[src/rtl/mode_sel_pkg.sv]
package mode_sel_pkg;

  typedef enum logic {
    MODE_PWM  = 1'b0,
    MODE_HYST = 1'b1
  } chan_mode_e;

endpackage

[src/rtl/polarity_streak.sv]
module polarity_streak #(
  parameter int CNT_W  = 4,
  parameter int STREAK = 8
) (
  input  logic clk,
  input  logic rst_n,
  input  logic tick,
  input  logic clr,
  input  logic match,
  output logic hit
);

  localparam logic [CNT_W-1:0] CNT_MAX = {CNT_W{1'b1}};
  localparam logic [CNT_W-1:0] LAST    = CNT_W'(STREAK - 1);

  logic [CNT_W-1:0] cnt_q;
  logic [CNT_W-1:0] cnt_d;

  always_comb begin
    hit   = tick & match & ~clr & (cnt_q == LAST);
    cnt_d = cnt_q;
    if (tick) begin
      if (clr || hit || !match) begin
        cnt_d = '0;
      end else if (cnt_q != CNT_MAX) begin
        cnt_d = cnt_q + 1'b1;
      end
    end
  end

  always_ff @(posedge clk or negedge rst_n) begin
    if (!rst_n) begin
      cnt_q <= '0;
    end else if (tick) begin
      cnt_q <= cnt_d;
    end
  end

  // a mismatching sample leaves the streak at zero
  a_r3_restart: assert property (@(posedge clk) disable iff (!rst_n)
    (tick && !match) |=> (cnt_q == '0));

  // forcing clears the streak
  a_r9_clear: assert property (@(posedge clk) disable iff (!rst_n)
    (tick && clr) |=> (cnt_q == '0));

  // count only moves on a strobe
  a_r2_count_on_tick: assert property (@(posedge clk) disable iff (!rst_n)
    !tick |=> $stable(cnt_q));

endmodule

[src/rtl/pfm_window.sv]
module pfm_window (
  input  logic clk,
  input  logic rst_n,
  input  logic tick,
  input  logic active,
  input  logic below_lo,
  input  logic above_hi,
  output logic pulse
);

  logic pulse_q;
  logic pulse_d;

  always_comb begin
    pulse_d = pulse_q;
    if (!active || above_hi) begin
      pulse_d = 1'b0;
    end else if (tick && below_lo) begin
      pulse_d = 1'b1;
    end
  end

  always_ff @(posedge clk or negedge rst_n) begin
    if (!rst_n) begin
      pulse_q <= 1'b0;
    end else begin
      pulse_q <= pulse_d;
    end
  end

  assign pulse = pulse_q;

  // upper threshold ends the pulse on the next clock
  a_r7_stop: assert property (@(posedge clk) disable iff (!rst_n)
    above_hi |=> !pulse_q);

  // a pulse only begins on a strobe
  a_r6_start_on_tick: assert property (@(posedge clk) disable iff (!rst_n)
    (!tick && !pulse_q) |=> !pulse_q);

endmodule

[src/rtl/gate_steer.sv]
module gate_steer
  import mode_sel_pkg::*;
(
  input  chan_mode_e mode,
  input  logic       chg,
  input  logic       pwm_req,
  input  logic       pulse,
  input  logic       ls_reverse,
  output logic       hs_on,
  output logic       ls_on
);

  always_comb begin
    hs_on = 1'b0;
    ls_on = 1'b0;
    if (!chg) begin
      if (mode == MODE_PWM) begin
        hs_on = pwm_req;
        ls_on = ~pwm_req;
      end else begin
        hs_on = pulse;
        ls_on = ~pulse & ~ls_reverse;
      end
    end
  end

endmodule

[src/rtl/buck_mode_sel.sv]
module buck_mode_sel
  import mode_sel_pkg::*;
#(
  parameter int       CNT_W    = 4,
  parameter int       STREAK   = 8,
  parameter bit       TRACK_CH = 1'b1
) (
  input  logic clk,
  input  logic rst_n,
  input  logic osc_tick,
  input  logic sw_pos,
  input  logic out_below_sag,
  input  logic out_below_lo,
  input  logic out_above_hi,
  input  logic auto_mode_en,
  input  logic ddr_track_en,
  input  logic ss_done,
  input  logic pwm_req,
  input  logic ls_reverse,
  output logic mode_hyst,
  output logic hs_on,
  output logic ls_on,
  output logic mode_chg
);

  // reset: asserted at once, released on a clock edge
  logic rst_meta_q;
  logic rst_s_n;

  always_ff @(posedge clk or negedge rst_n) begin
    if (!rst_n) begin
      rst_meta_q <= 1'b0;
      rst_s_n    <= 1'b0;
    end else begin
      rst_meta_q <= 1'b1;
      rst_s_n    <= rst_meta_q;
    end
  end

  chan_mode_e mode_q;
  chan_mode_e mode_d;
  logic       chg_q;
  logic       chg_d;
  logic       force_pwm;
  logic       sag_exit;
  logic       streak_match;
  logic       streak_hit;
  logic       pulse_active;
  logic       pulse;

  always_comb begin
    force_pwm    = ~ss_done | ~auto_mode_en | (TRACK_CH & ddr_track_en);
    sag_exit     = osc_tick & (mode_q == MODE_HYST) & out_below_sag;
    streak_match = (mode_q == MODE_PWM) ? sw_pos : ~sw_pos;
  end

  polarity_streak #(
    .CNT_W  (CNT_W),
    .STREAK (STREAK)
  ) u_streak (
    .clk   (clk),
    .rst_n (rst_s_n),
    .tick  (osc_tick),
    .clr   (force_pwm | sag_exit),
    .match (streak_match),
    .hit   (streak_hit)
  );

  always_comb begin
    mode_d = mode_q;
    chg_d  = chg_q;
    if (osc_tick) begin
      if (force_pwm || sag_exit) begin
        mode_d = MODE_PWM;
      end else if (streak_hit) begin
        mode_d = (mode_q == MODE_PWM) ? MODE_HYST : MODE_PWM;
      end
      chg_d = (mode_d != mode_q);
    end
  end

  always_ff @(posedge clk or negedge rst_s_n) begin
    if (!rst_s_n) begin
      mode_q <= MODE_PWM;
      chg_q  <= 1'b0;
    end else if (osc_tick) begin
      mode_q <= mode_d;
      chg_q  <= chg_d;
    end
  end

  assign pulse_active = (mode_q == MODE_HYST) && (mode_d == MODE_HYST);

  pfm_window u_pfm (
    .clk      (clk),
    .rst_n    (rst_s_n),
    .tick     (osc_tick),
    .active   (pulse_active),
    .below_lo (out_below_lo),
    .above_hi (out_above_hi),
    .pulse    (pulse)
  );

  gate_steer u_steer (
    .mode       (mode_q),
    .chg        (chg_q),
    .pwm_req    (pwm_req),
    .pulse      (pulse),
    .ls_reverse (ls_reverse),
    .hs_on      (hs_on),
    .ls_on      (ls_on)
  );

  assign mode_hyst = (mode_q == MODE_HYST);
  assign mode_chg  = chg_q;

  // a forced strobe always leaves PWM mode
  a_r9_forced_pwm: assert property (@(posedge clk) disable iff (!rst_s_n)
    (osc_tick && force_pwm) |=> (mode_q == MODE_PWM));

  // sag at a strobe in hysteretic mode exits to PWM
  a_r5_sag_exit: assert property (@(posedge clk) disable iff (!rst_s_n)
    (osc_tick && mode_q == MODE_HYST && out_below_sag) |=> (mode_q == MODE_PWM));

  // every mode change opens a both-off interval
  a_r8_chg_flag: assert property (@(posedge clk) disable iff (!rst_s_n)
    !$stable(mode_q) |-> chg_q);

  // no gate request during the interval, never both at once
  a_r8_both_off: assert property (@(posedge clk) disable iff (!rst_s_n)
    chg_q |-> (!hs_on && !ls_on));

  a_r11_no_overlap: assert property (@(posedge clk) disable iff (!rst_s_n)
    !(hs_on && ls_on));

  // mode moves only on a strobe
  a_r2_mode_on_tick: assert property (@(posedge clk) disable iff (!rst_s_n)
    !osc_tick |=> $stable(mode_q));

endmodule

[config.mk]
export PLATFORM = sky130hd
export DESIGN_NAME = buck_mode_sel
export DESIGN_NICKNAME = d
export VERILOG_FILES = /design/src/rtl/mode_sel_pkg.sv /design/src/rtl/polarity_streak.sv /design/src/rtl/pfm_window.sv /design/src/rtl/gate_steer.sv /design/src/rtl/buck_mode_sel.sv
export SDC_FILE = /design/constraint.sdc
export NUM_CORES = 1
export LEC_CHECK = 0
export BUFFER_PORTS_ARGS = -buffer_cell sky130_fd_sc_hd__buf_2
export CORE_AREA = 3 3 40 42
export CTS_BUF_LIST = sky130_fd_sc_hd__clkbuf_4
export DETAILED_ROUTE_END_ITERATION = 7
export DIE_AREA = 0 0 43 45
export GPL_TIMING_DRIVEN = 0
export HOLD_SLACK_MARGIN = 0.06
export PLACE_DENSITY_LB_ADDON = 0.1
export SETUP_SLACK_MARGIN = 0.2
export SLEW_MARGIN = 20
export SYNTH_ARGS = -nofsm -noshare
export SYNTH_HDL_FRONTEND = slang
export SYNTH_HIERARCHICAL = 1
export SYNTH_SLANG_ARGS = --single-unit
[constraint.sdc]
create_clock -name clk -period 2.45 [get_ports clk]
set_input_delay 0.245 -clock clk [delete_from_list [all_inputs] [get_ports clk]]
set_output_delay 0.245 -clock clk [all_outputs]
set_load 0.01 [all_outputs]
### Yosys cells after proc, flatten, opt, wreduce, memory -nomap -nowiden

Index checks and enable logic that the tools add are counted.

| storage, ports and cells | value |
|---|---|
| word-level logic and storage cells | 51 |
| output and inout port bits | 4 |
| register bits after elaboration | 9 |

| operators by class | value |
|---|---|
| multiplexer cells | 14 |
| equality and inequality tests | 3 |
| reduce and logical (&&, ||, !) cells | 11 |
| bitwise logic cells | 16 |
| add/subtract/negate cells | 1 |

Operators with widths:

| operator | count |
|---|---|
| $mux 1 | 12 |
| $mux 4 | 2 |
| $not 1->1 | 7 |
| $and 1x1->1 | 6 |
| $add 4x1->4 const B | 1 |
| $eq 4x3->1 const B | 1 |
| $logic_or 1x1->1 | 4 |
| $ne 4x4->1 const B | 1 |
| $reduce_bool 2->1 | 2 |
| $or 1x1->1 | 3 |
| $logic_and 1x1->1 | 2 |
| $logic_not 1->1 | 2 |
| $reduce_and 2->1 | 1 |
| $ne 1x1->1 | 1 |

### Logic depth before layout (Yosys ltp)

Gate-level depths: netlist of the first run.

| logic depth | value |
|---|---|
| word-level depth | 15 |
| depth in mapped cells | 7 |
| depth with buffers taken out | 7 |

### Hierarchy

The synthesis of the first run kept the hierarchy.

By module, submodules not included:

| module | instances | area an instance (um2) | cells each | seq. area each (um2) |
|---|---|---|---|---|
| polarity_streak | 1 | 222.7 | 21 | 100.1 |
| buck_mode_sel | 1 | 193.9 | 18 | 100.1 |
| pfm_window | 1 | 42.5 | 3 | 25.0 |
| gate_steer | 1 | 31.3 | 4 | 0.0 |

### Worst setup path before layout of the first run

OpenSTA, ideal clock, no wires.

| timing | value |
|---|---|
| kind | register -> register |
| from | register mode_q, in the netlist mode_hyst |
| to | register u_pfm.pulse_q, in the netlist u_pfm/pulse |
| clock period less this slack | 1608 ps |
| data arrival time | 1487 ps |
| setup slack | 842 ps |
| cell stages (with the launch flop) | 7 |
| buffers on the path | 0 |
| data required time | 2328 ps |
| cells stage by stage | dfrtp_1 -> xor2_1 -> nand3b_1 -> nor3_1 -> o41ai_2 -> and2_1 -> nor3b_2 |

| on the way | value |
|---|---|
| elaborated cells between the ends (all ways) | 19 |
| those cells by class | mux (7); bitwise (7); reduce/logical (5) |

RTL lines:

| what | RTL line | RTL |
|---|---|---|
| from (decl) | buck_mode_sel.sv:40 | `chan_mode_e mode_q;` |
| from (signal assigned) | buck_mode_sel.sv:87 | `mode_q <= mode_d;` |
| $mux 1 (*) | buck_mode_sel.sv:54 | `streak_match = (mode_q == MODE_PWM) ? sw_pos : ~sw_pos;` |
| net streak_match | buck_mode_sel.sv:46 | `logic streak_match;` |
| $and 1x1->1 (*) (3 in series) | polarity_streak.sv:20 | `hit = tick & match & ~clr & (cnt_q == LAST);` |
| net streak_hit | buck_mode_sel.sv:47 | `logic streak_hit;` |
| $mux 1 (*) | buck_mode_sel.sv:75 | `end else if (streak_hit) begin` |
| $mux 1 (*) | buck_mode_sel.sv:73 | `if (force_pwm \|\| sag_exit) begin` |
| $mux 1 (*) (2 in series) | buck_mode_sel.sv:72 | `if (osc_tick) begin` |
| $logic_and 1x1->1 (*) | buck_mode_sel.sv:92 | `assign pulse_active = (mode_q == MODE_HYST) && (mode_d == MODE_HYST);` |
| net pulse_active | buck_mode_sel.sv:48 | `logic pulse_active;` |
| $logic_not 1->1 (*) | pfm_window.sv:16 | `if (!active \|\| above_hi) begin` |
| $logic_or 1x1->1 (*) | pfm_window.sv:16 |  |
| $mux 1 or $reduce_bool 2->1 (tied branches) | n/a |  |
| to (signal assigned) | pfm_window.sv:27 | `pulse_q <= pulse_d;` |
| to (decl) | pfm_window.sv:11 | `logic pulse_q;` |

Mark *: on every way through the listed nets, which the timed path passes. The rest lies on a longest branch. The select of a mux whose other input is x is not followed.
A chain may end at the register's enable or synchronous reset.

### Worst setup path in the final report of the first run

Same ends and word-level chain as after synthesis.

==> flow_summary.json, run 1 <==
{
  "vias": 412,
  "clock_sinks": 9,
  "use_met3_pct": 2.79,
  "finalSetupTns_ns": 0,
  "antenna_cells": 0,
  "final_cell_mix": "buf_2, dfrtp_1, nand2_1, clkbuf_4",
  "synth_top_family_by_area": "simple AND/OR/NAND/NOR gates",
  "power.leakage_uw": 0.000289,
  "synth-seq-cells": 9,
  "synth_top_area_share_pct": 45.9,
  "fin_nets": 80,
  "drt_first_iter_violations": 3,
  "reg2reg_from": "mode_hyst$_DFFE_PN0P_",
  "antenna_found_initial": 0,
  "worstSetupPathType": "reg2reg",
  "end_kind": "flip-flop",
  "synth_xor_area_share_pct": 1.79,
  "ys_top_cells_by_area": "dfrtp_1, o31ai_1, o41ai_2, a21oi_1, nand2_1",
  "worstReg2RegEnd": "u_pfm/pulse$_DFFE_PN0P_",
  "drc_errors": 0,
  "synth-compound-area-share_pct": 21.2,
  "grtUsageMet2_pct": 15.3,
  "grt_max_degree": 12,
  "wire_per_inst_um": 11.5,
  "hpwlAfterDp_um": 736,
  "drt-pass1-iter-count": 4,
  "die_y_um": 45,
  "numCtsBuffers": 3,
  "ys_seq_area_share_pct": 45.9,
  "r2r_slack_ns": 0.69,
  "grt.busiest_layer": "met2",
  "whs_ns": 0.101,
  "cp.arrival_ns": 1.90,
  "tritoncts": "built",
  "synth_nets": 59,
  "worst_r2r_path_depth": 6,
  "insertion_delay_ns": 0.25,
  "cp_max_fo": 10,
  "fp-row-count": 13,
  "status": "complete, no violations",
  "die_w_um": 43,
  "start_util_pct": 38.2,
  "drv_slew": 0,
  "synth_cells": 46,
  "ys_types": 28,
  "syn-cell-area_um2": 490,
  "io_pins": 16,
  "grt_use_total_pct": 11.4,
  "clockBufferDepth": 2,
  "cp.required_ns": 2.59,
  "hold_viol_final": 0,
  "core-area_um2": 1280,
  "irDropWorstVdd_mv": 0.306,
  "min_path_type": "reg2async",
  "htreeDepth": 1,
  "synth.area.mux_share_pct": 4.34,
  "maxCapViolations": 0,
  "syn_to_final_growth_pct": 27.3,
  "port_buffers": 15,
  "gp_congestion": 0.713,
  "die_area_um2": 1940,
  "setup_viol": 0,
  "post-route-min-period_ns": 1.76,
  "clockRootBuffer": "clkbuf_4",
  "syn_area_per_cell_um2": 10.7,
  "cts.clk_slew.worst_paths_ns": 0.06,
  "grt_util_met1_pct": 14.8,
  "power.density_nw_per_um2": 493,
  "fin_skew_ns": 0.00148,
  "synth_top_cell_by_area": "dfrtp_1",
  "max_freq_mhz": 568,
  "rsz0062_at_grt": "false",
  "yosysWarnings": 6,
  "grt_overflow": 0,
  "drt-vias-per-instance": 5.09,
  "layout-drive-gt1-share_pct": 37.9,
  "start_kind": "flip-flop",
  "ant_nets": 0,
  "period_share_pct": 71.8,
  "drt_wl_total_um": 928,
  "layout_commonest_cell": "buf_2",
  "synthAdderAreaFrac_pct": 2.55,
  "grt_pass1_wl_mm": 1.57,
  "grt_pass1_vias": 380,
  "synth-simple-area-share_pct": 23.5
}
area by class of cell:
type	instances	area (um^2)
Timing Repair Buffer	16	85.1
Fill cell	137	661
Multi-Input combinational cell	37	265
Tap cell	15	18.8
Clock buffer	4	30.0
Sequential cell	9	225
state kept, by name, summed over array words and instances, names as in the netlist:
name,cells
mode_chg,1
mode_hyst,1
rst_meta_q,1
rst_s_n,1
u_pfm/pulse,1
u_streak/cnt_q,4
worst max path at each step:
| stage | startpoint | cells after the start | to |
|---|---|---|---|
| global placement | mode_hyst$_DFFE_PN0P_ | 6 | u_pfm/pulse$_DFFE_PN0P_ |
| CTS | mode_hyst$_DFFE_PN0P_ | 6 | u_pfm/pulse$_DFFE_PN0P_ |
| floorplan | mode_hyst$_DFFE_PN0P_ | 6 | u_pfm/pulse$_DFFE_PN0P_ |
| global route | mode_hyst$_DFFE_PN0P_ | 6 | u_pfm/pulse$_DFFE_PN0P_ |
| detailed placement | mode_hyst$_DFFE_PN0P_ | 6 | u_pfm/pulse$_DFFE_PN0P_ |
| finish | mode_hyst$_DFFE_PN0P_ | 6 | u_pfm/pulse$_DFFE_PN0P_ |
per-layer routing:
| layer | vias up | share of wire, % |
|---|---|---|
| met5 | - | 0 |
| met4 | 0 | 2.0 |
| met3 | 2 | 6.5 |
| met2 | 12 | 42 |
| met1 | 186 | 49 |
| li1 | 212 | - |
cells by family (layout without fill, tap and decap cells):
group / count (synthesis) / in the layout
xor+xnor: 1 / 1
buf+inv: 0 / 20
compound gates: 14 / 14
flops: 9 / 9
fa+ha+maj: 1 / 1
simple gates: 18 / 18
other cells: 1 / 1
mux: 2 / 2
where the power goes:
| group | switching, uW | total (uW) | internal, uW | leakage (uW) |
|---|---|---|---|---|
| Combinational | 16.1 | 32.1 | 16.0 | 0.000151 |
| Clock | 46.0 | 119 | 73.4 | 0.0000184 |
| Sequential | 4.01 | 156 | 152 | 0.000119 |
cell usage after synthesis:
library cell / count
a21oi_1: 3
a21oi_2: 1
a22o_2: 1
a31oi_1: 2
and2_1: 1
and2b_1: 1
and3b_2: 1
conb_1: 1
dfrtp_1: 9
ha_1: 1
mux2_2: 1
mux2i_1: 1
nand2_1: 4
nand2b_1: 1
nand3_1: 1
nand3b_1: 2
nand4b_1: 1
nor2_1: 2
nor2b_1: 1
nor3_1: 1
nor3b_2: 1
o21ai_0: 1
o21ai_1: 1
o2bb2ai_1: 1
o31ai_1: 3
o41ai_2: 1
or4b_1: 1
xor2_1: 1
per-stage QoR:
step / std cells / instance area (um^2) / util [%] / power (uW) / setup WS (ns)
floorplan: 46 / 490 / - / 171 / 0.842
global placement: 76 / 584 / 45.5 / 189 / 0.676
detailed placement: 76 / 584 / 45.5 / 190 / 0.685
CTS: 81 / 624 / 48.6 / 319 / 0.661
global route: 81 / 624 / 48.6 / 329 / 0.524
finish: 81 / 624 / 48.6 / 308 / 0.690
critical path, cell delays in order (launching register included):
cell	delay [ns]
dfrtp_1	0.50
xor2_1	0.24
nand3b_1	0.17
nor3_1	0.29
o41ai_2	0.14
and2_1	0.16
nor3b_2	0.14
what timing repair did:
item                                   4_1_cts  5_1_grt
hold buffers                                 1        0
buffers inserted                             0        0
endpoints found under the hold margin        2        0
gates resized for setup                      0        0
(Power assumes the default switching activity.)
==> inputs of run 2 (changes only) <==
==> constraint.sdc (replaced) <==
create_clock -name clk -period 1.5 [get_ports clk]
set_input_delay 0.15 -clock clk [delete_from_list [all_inputs] [get_ports clk]]
set_output_delay 0.15 -clock clk [all_outputs]
set_load 0.01 [all_outputs]
==> run 2 against run 1 <==
- the flow now finishes with violations (negative setup slack)
- register-to-register slack got worse by 0.68 ns
- global-route usage increased by 1.2 points
- die area unchanged
- clock skew about the same
- non-clock buffer count increased by 9
- critical path depth decreased by 3
- combinational power increased by 100%
- sequential share of layout area decreased by 5.5 points
- final cell count increased by 11%
- power increased by 68%
- hold slack improved by 0.015 ns
==> flow_summary.json, run 2 (synthesized netlist as in run 1, its figures left out) <==
{
  "numCtsBuffers": 3,
  "whs_ns": 0.116,
  "port_buffers": 15,
  "period_share_pct": 103,
  "post-route-min-period_ns": 1.55,
  "core-area_um2": 1280,
  "cts.clk_slew.worst_paths_ns": 0.06,
  "antenna_cells": 0,
  "p_total_uw": 517,
  "wl_met3_um": 94,
  "largest_reg_flops": 4,
  "ant_nets": 0,
  "cp.arrival_ns": 1.40,
  "die_w_um": 43,
  "grt_max_degree": 12,
  "grt_use_total_pct": 12.6,
  "fillers": 130,
  "status": "finished with violations",
  "cp.required_ns": 1.35,
  "top_register": "u_streak/cnt_q",
  "reg2reg_from": "mode_hyst$_DFFE_PN0P_",
  "power.leakage_uw": 0.000331,
  "tritoncts": "built",
  "end_kind": "output pin",
  "top_layer": "met4",
  "io_pins": 16,
  "worstReg2RegEnd": "u_pfm/pulse$_DFFE_PN0P_",
  "insertion_delay_ns": 0.25,
  "rsz0062_at_grt": "true",
  "worst_r2r_path_depth": 6,
  "met1_length_um": 514,
  "grt_pass1_wl_mm": 1.77,
  "setup_ws_ns": -0.0522,
  "layout_commonest_cell": "buf_2",
  "setup_viol": 1,
  "vias": 459,
  "min_path_type": "reg2async",
  "clock_sinks": 9,
  "drt_wl_total_mm": 1.19,
  "grt_overflow": 0,
  "r2r_slack_ns": 0.01,
  "final_cell_mix": "buf_2, dfrtp_1, buf_4",
  "maxCapViolations": 0,
  "cp_max_fo": 2,
  "die_area_um2": 1940,
  "fp-row-count": 13,
  "clockBufferDepth": 2,
  "die_y_um": 45,
  "gp_congestion": 0.707,
  "power.density_nw_per_um2": 693,
  "start_kind": "flip-flop",
  "irDropWorstVdd_mv": 0.556,
  "drt-vias-per-instance": 5.10,
  "fin_skew_ns": 0.00142,
  "drt_first_iter_violations": 9,
  "max_freq_mhz": 644,
  "final_util_pct": 58.0,
  "grt_pass1_vias": 408,
  "clockRootBuffer": "clkbuf_4",
  "drc_errors": 0,
  "wl_met2_um": 572,
  "syn_to_final_growth_pct": 52.0,
  "fin_nets": 89,
  "hold_viol_final": 0,
  "antenna_found_initial": 0,
  "start_util_pct": 38.2,
  "violations": "negative setup slack",
  "worstSetupPathType": "reg2out",
  "drt-pass1-iter-count": 4,
  "htreeDepth": 1,
  "layout-drive-gt1-share_pct": 53.3,
  "wire_per_inst_um": 13.2,
  "drv_slew": 0
}
[run 2: worst max path at each step]
stage,startpoint,cells past startpoint,endpoint
after detailed placement,mode_hyst$_DFFE_PN0P_,6,u_pfm/pulse$_DFFE_PN0P_
after global placement,mode_hyst$_DFFE_PN0P_,6,u_pfm/pulse$_DFFE_PN0P_
final,u_pfm/pulse$_DFFE_PN0P_,3,ls_on
after global routing,mode_hyst$_DFFE_PN0P_,3,ls_on
after floorplan,mode_hyst$_DFFE_PN0P_,6,u_pfm/pulse$_DFFE_PN0P_
after CTS,u_pfm/pulse$_DFFE_PN0P_,3,ls_on
[run 2: where the power goes]
group          switching, uW  internal (uW)  leakage [uW]
combinational           30.5           34.3      0.000196
clock                   76.9            120     0.0000184
sequential              6.42            249      0.000116
[run 2: what timing repair did]
item                                    in CTS  in global routing
endpoints found under the hold margin        3                  0
resized for setup                            5                  5
endpoints found under the setup margin       5                  8
hold buffers                                 2                  0
pin swaps                                    3                  3
setup buffers                                4                  4
[run 2: critical path, stage by stage (launching register included)]
cell	delay (ns)
dfrtp_1	0.39
or4b_1	0.51
o31ai_1	0.08
buf_2	0.17
[run 2: per-stage QoR]
step	cell area [um^2]	instances	setup TNS (ns)	setup slack (ns)
6_report	746	90	-0.0522	-0.0522
3_3_place_gp	591	76	-0.104	-0.104
3_5_place_dp	591	76	-0.111	-0.111
5_1_grt	746	90	-0.209	-0.112
4_1_cts	693	86	-0.0556	-0.0556
2_1_floorplan	497	46	0	0.00280
[run 2: layout make-up]
cell class,count,area (um^2),area share [%]
flip-flops and latches,9,228,30.5
well taps,15,18.8,2.52
clock buffers,4,30.0,4.03
multi-input cells,37,314,42.1
repair buffers,25,155,20.8
[run 2: layer usage]
metal / vias up / global-route usage, %
met5: - / 0
li1: 230 / -
met3: 2 / 1.99
met4: 0 / 9.04
met1: 212 / 16.5
met2: 15 / 19.2
==> inputs of run 3 (changes only) <==
--- a/config.mk
+++ b/config.mk
@@ -12,8 +12,6 @@
 export DIE_AREA = 0 0 43 45
 export GPL_TIMING_DRIVEN = 0
 export HOLD_SLACK_MARGIN = 0.06
-export PLACE_DENSITY_LB_ADDON = 0.1
-export SETUP_SLACK_MARGIN = 0.2
 export SLEW_MARGIN = 20
 export SYNTH_ARGS = -nofsm -noshare
 export SYNTH_HDL_FRONTEND = slang
==> run 3 against run 2 <==
- the flow still finishes with violations (negative setup slack)
- sequential power barely moved
- clock power is 2% lower
- maximum frequency grew 1.9%
- cell area decreased by 8.4%
- combinational power shrank 7.7%
- setup slack better by 0.028 ns
==> flow_summary.json, run 3 (synthesized netlist as in run 1, its figures left out) <==
{
  "status": "finished with violations",
  "violations": "negative setup slack",
  "end_kind": "output pin",
  "antenna_cells": 0,
  "wire_per_inst_um": 11.0,
  "slowest_delay_ns": 0.45,
  "antenna_found_initial": 0,
  "p_clk_share_pct": 38.1,
  "clockBufferDepth": 2,
  "grt_overflow": 0,
  "cp.arrival_ns": 1.37,
  "crit_family": "simple AND/OR/NAND/NOR gates",
  "final_cell_area_um2": 683,
  "setup_ws_ns": -0.0239,
  "top_register": "u_streak/cnt_q",
  "ant_nets": 0,
  "intPower_uw": 399,
  "gp_congestion": 0.767,
  "irDropWorstVdd_mv": 0.501,
  "dp.cells": 76,
  "post-route-min-period_ns": 1.52,
  "tritoncts": "built",
  "grt_pass1_wl_mm": 1.59,
  "layout-drive-gt1-share_pct": 46.5,
  "power.density_nw_per_um2": 742,
  "rsz0062_at_grt": "true",
  "startpoint": "mode_hyst$_DFFE_PN0P_",
  "clockRootBuffer": "clkbuf_4",
  "p_sw_share_pct": 21.2,
  "cp.required_ns": 1.35,
  "vias": 432,
  "grt_use_total_pct": 11.0,
  "period_share_pct": 102,
  "fp-row-count": 13,
  "hpwlAfterDp_um": 714,
  "drc_errors": 0,
  "cp_num_buf_inv": 1,
  "worstSetupPathType": "reg2out",
  "fin_cells": 86,
  "layout_commonest_cell": "buf_2",
  "final_cell_mix": "buf_2, dfrtp_1, nand2_1, clkbuf_4, buf_4",
  "fin_skew_ns": 0.00495,
  "start_kind": "flip-flop",
  "cp_max_fo": 7,
  "place_area_um2": 591,
  "r2r_slack_ns": 0.02,
  "port_buffers": 15,
  "insertion_delay_ns": 0.25,
  "die_y_um": 45,
  "clock_sinks": 9,
  "grt_max_degree": 12,
  "slowest_stage": "or4b_1",
  "maxCapViolations": 0,
  "power.leakage_uw": 0.000312,
  "fin_nets": 85,
  "io_pins": 16,
  "drt-pass1-iter-count": 2,
  "crit_chain": "or4b_1 > o31ai_1 > buf_2",
  "start_util_pct": 38.2,
  "die_area_um2": 1940,
  "drt_wl_total_um": 945,
  "p_total_uw": 507,
  "core-area_um2": 1280,
  "max_freq_mhz": 656,
  "drt_first_iter_violations": 3,
  "setup_viol": 1,
  "power_switching_uw": 107,
  "hold_viol_final": 0,
  "pwr-share-seq_pct": 50.1,
  "drv_slew": 0,
  "drt-vias-per-instance": 5.02,
  "numCtsBuffers": 3,
  "cts.clk_slew.worst_paths_ns": 0.06,
  "largest_reg_flops": 4,
  "reg2reg_from": "mode_hyst$_DFFE_PN0P_",
  "min_path_type": "reg2async",
  "grt_pass1_vias": 393,
  "htreeDepth": 1,
  "die_w_um": 43,
  "comb_power_share_pct": 11.8,
  "syn_to_final_growth_pct": 39.3
}
-- run 3: worst reg2reg max path: cells and delay by family, from the launching register on --
kind / cells / cell delay (ns)
simple gates: 6 / 0.82
flops: 1 / 0.46
compound gates: 1 / 0.09
-- run 3: cell type report --
type | instances | area [um^2]
clock buffer | 4 | 30.0
sequential | 9 | 226
timing repair buffer | 21 | 125
tap | 15 | 18.8
multi-input combinational | 37 | 283
fill | 130 | 602
-- run 3: final timing paths --
kind	end	cells after the start
setup reg to reg	u_pfm/pulse$_DFFE_PN0P_	7
min in group clk	u_streak/cnt_q[2]$_DFFE_PN0P_	2
hold / removal	u_streak/cnt_q[2]$_DFFE_PN0P_	0
setup / recovery	ls_on	3
hold reg to reg	u_streak/cnt_q[2]$_DFFE_PN0P_	0
max in group asynchronous	mode_hyst$_DFFE_PN0P_	0
-- run 3: timing repair --
action / CTS / global route
buffers inserted: 4 / 0
gates resized for setup: 0 / 2
hold buffers: 2 / 0
endpoints found under the setup margin: 2 / 4
hold endpoints to repair: 3 / 0
pin swaps: 2 / 0
-- run 3: power by group through the flow --
stage	Combinational, uW	Clock, uW	Sequential, uW
6_report	59.7	193	254
5_1_grt	66.6	212	255
4_1_cts	59.0	202	255
3_5_place_dp	50.0	0	260
3_3_place_gp	49.7	0	260
2_1_floorplan	20.4	0	259
-- run 3: layer usage --
metal	global-route usage, %	vias up	wire (um)
met2	14.7	9	395
met4	9.04	0	9
met5	0	-	0
met3	1.99	2	64
met1	15.5	199	475
li1	-	222	-
-- run 3: per-stage QoR --
step	setup TNS [ns]	util, %	setup slack [ns]	hold WS [ns]
after floorplan	0	-	0.000481	-0.146
after global placement	-0.112	46.0	-0.112	-0.0632
after detailed placement	-0.111	46.0	-0.111	-0.0635
after CTS	-0.0394	52.2	-0.0294	0.115
after global routing	-0.213	53.2	-0.125	0.126
final	-0.0239	53.2	-0.0239	0.100
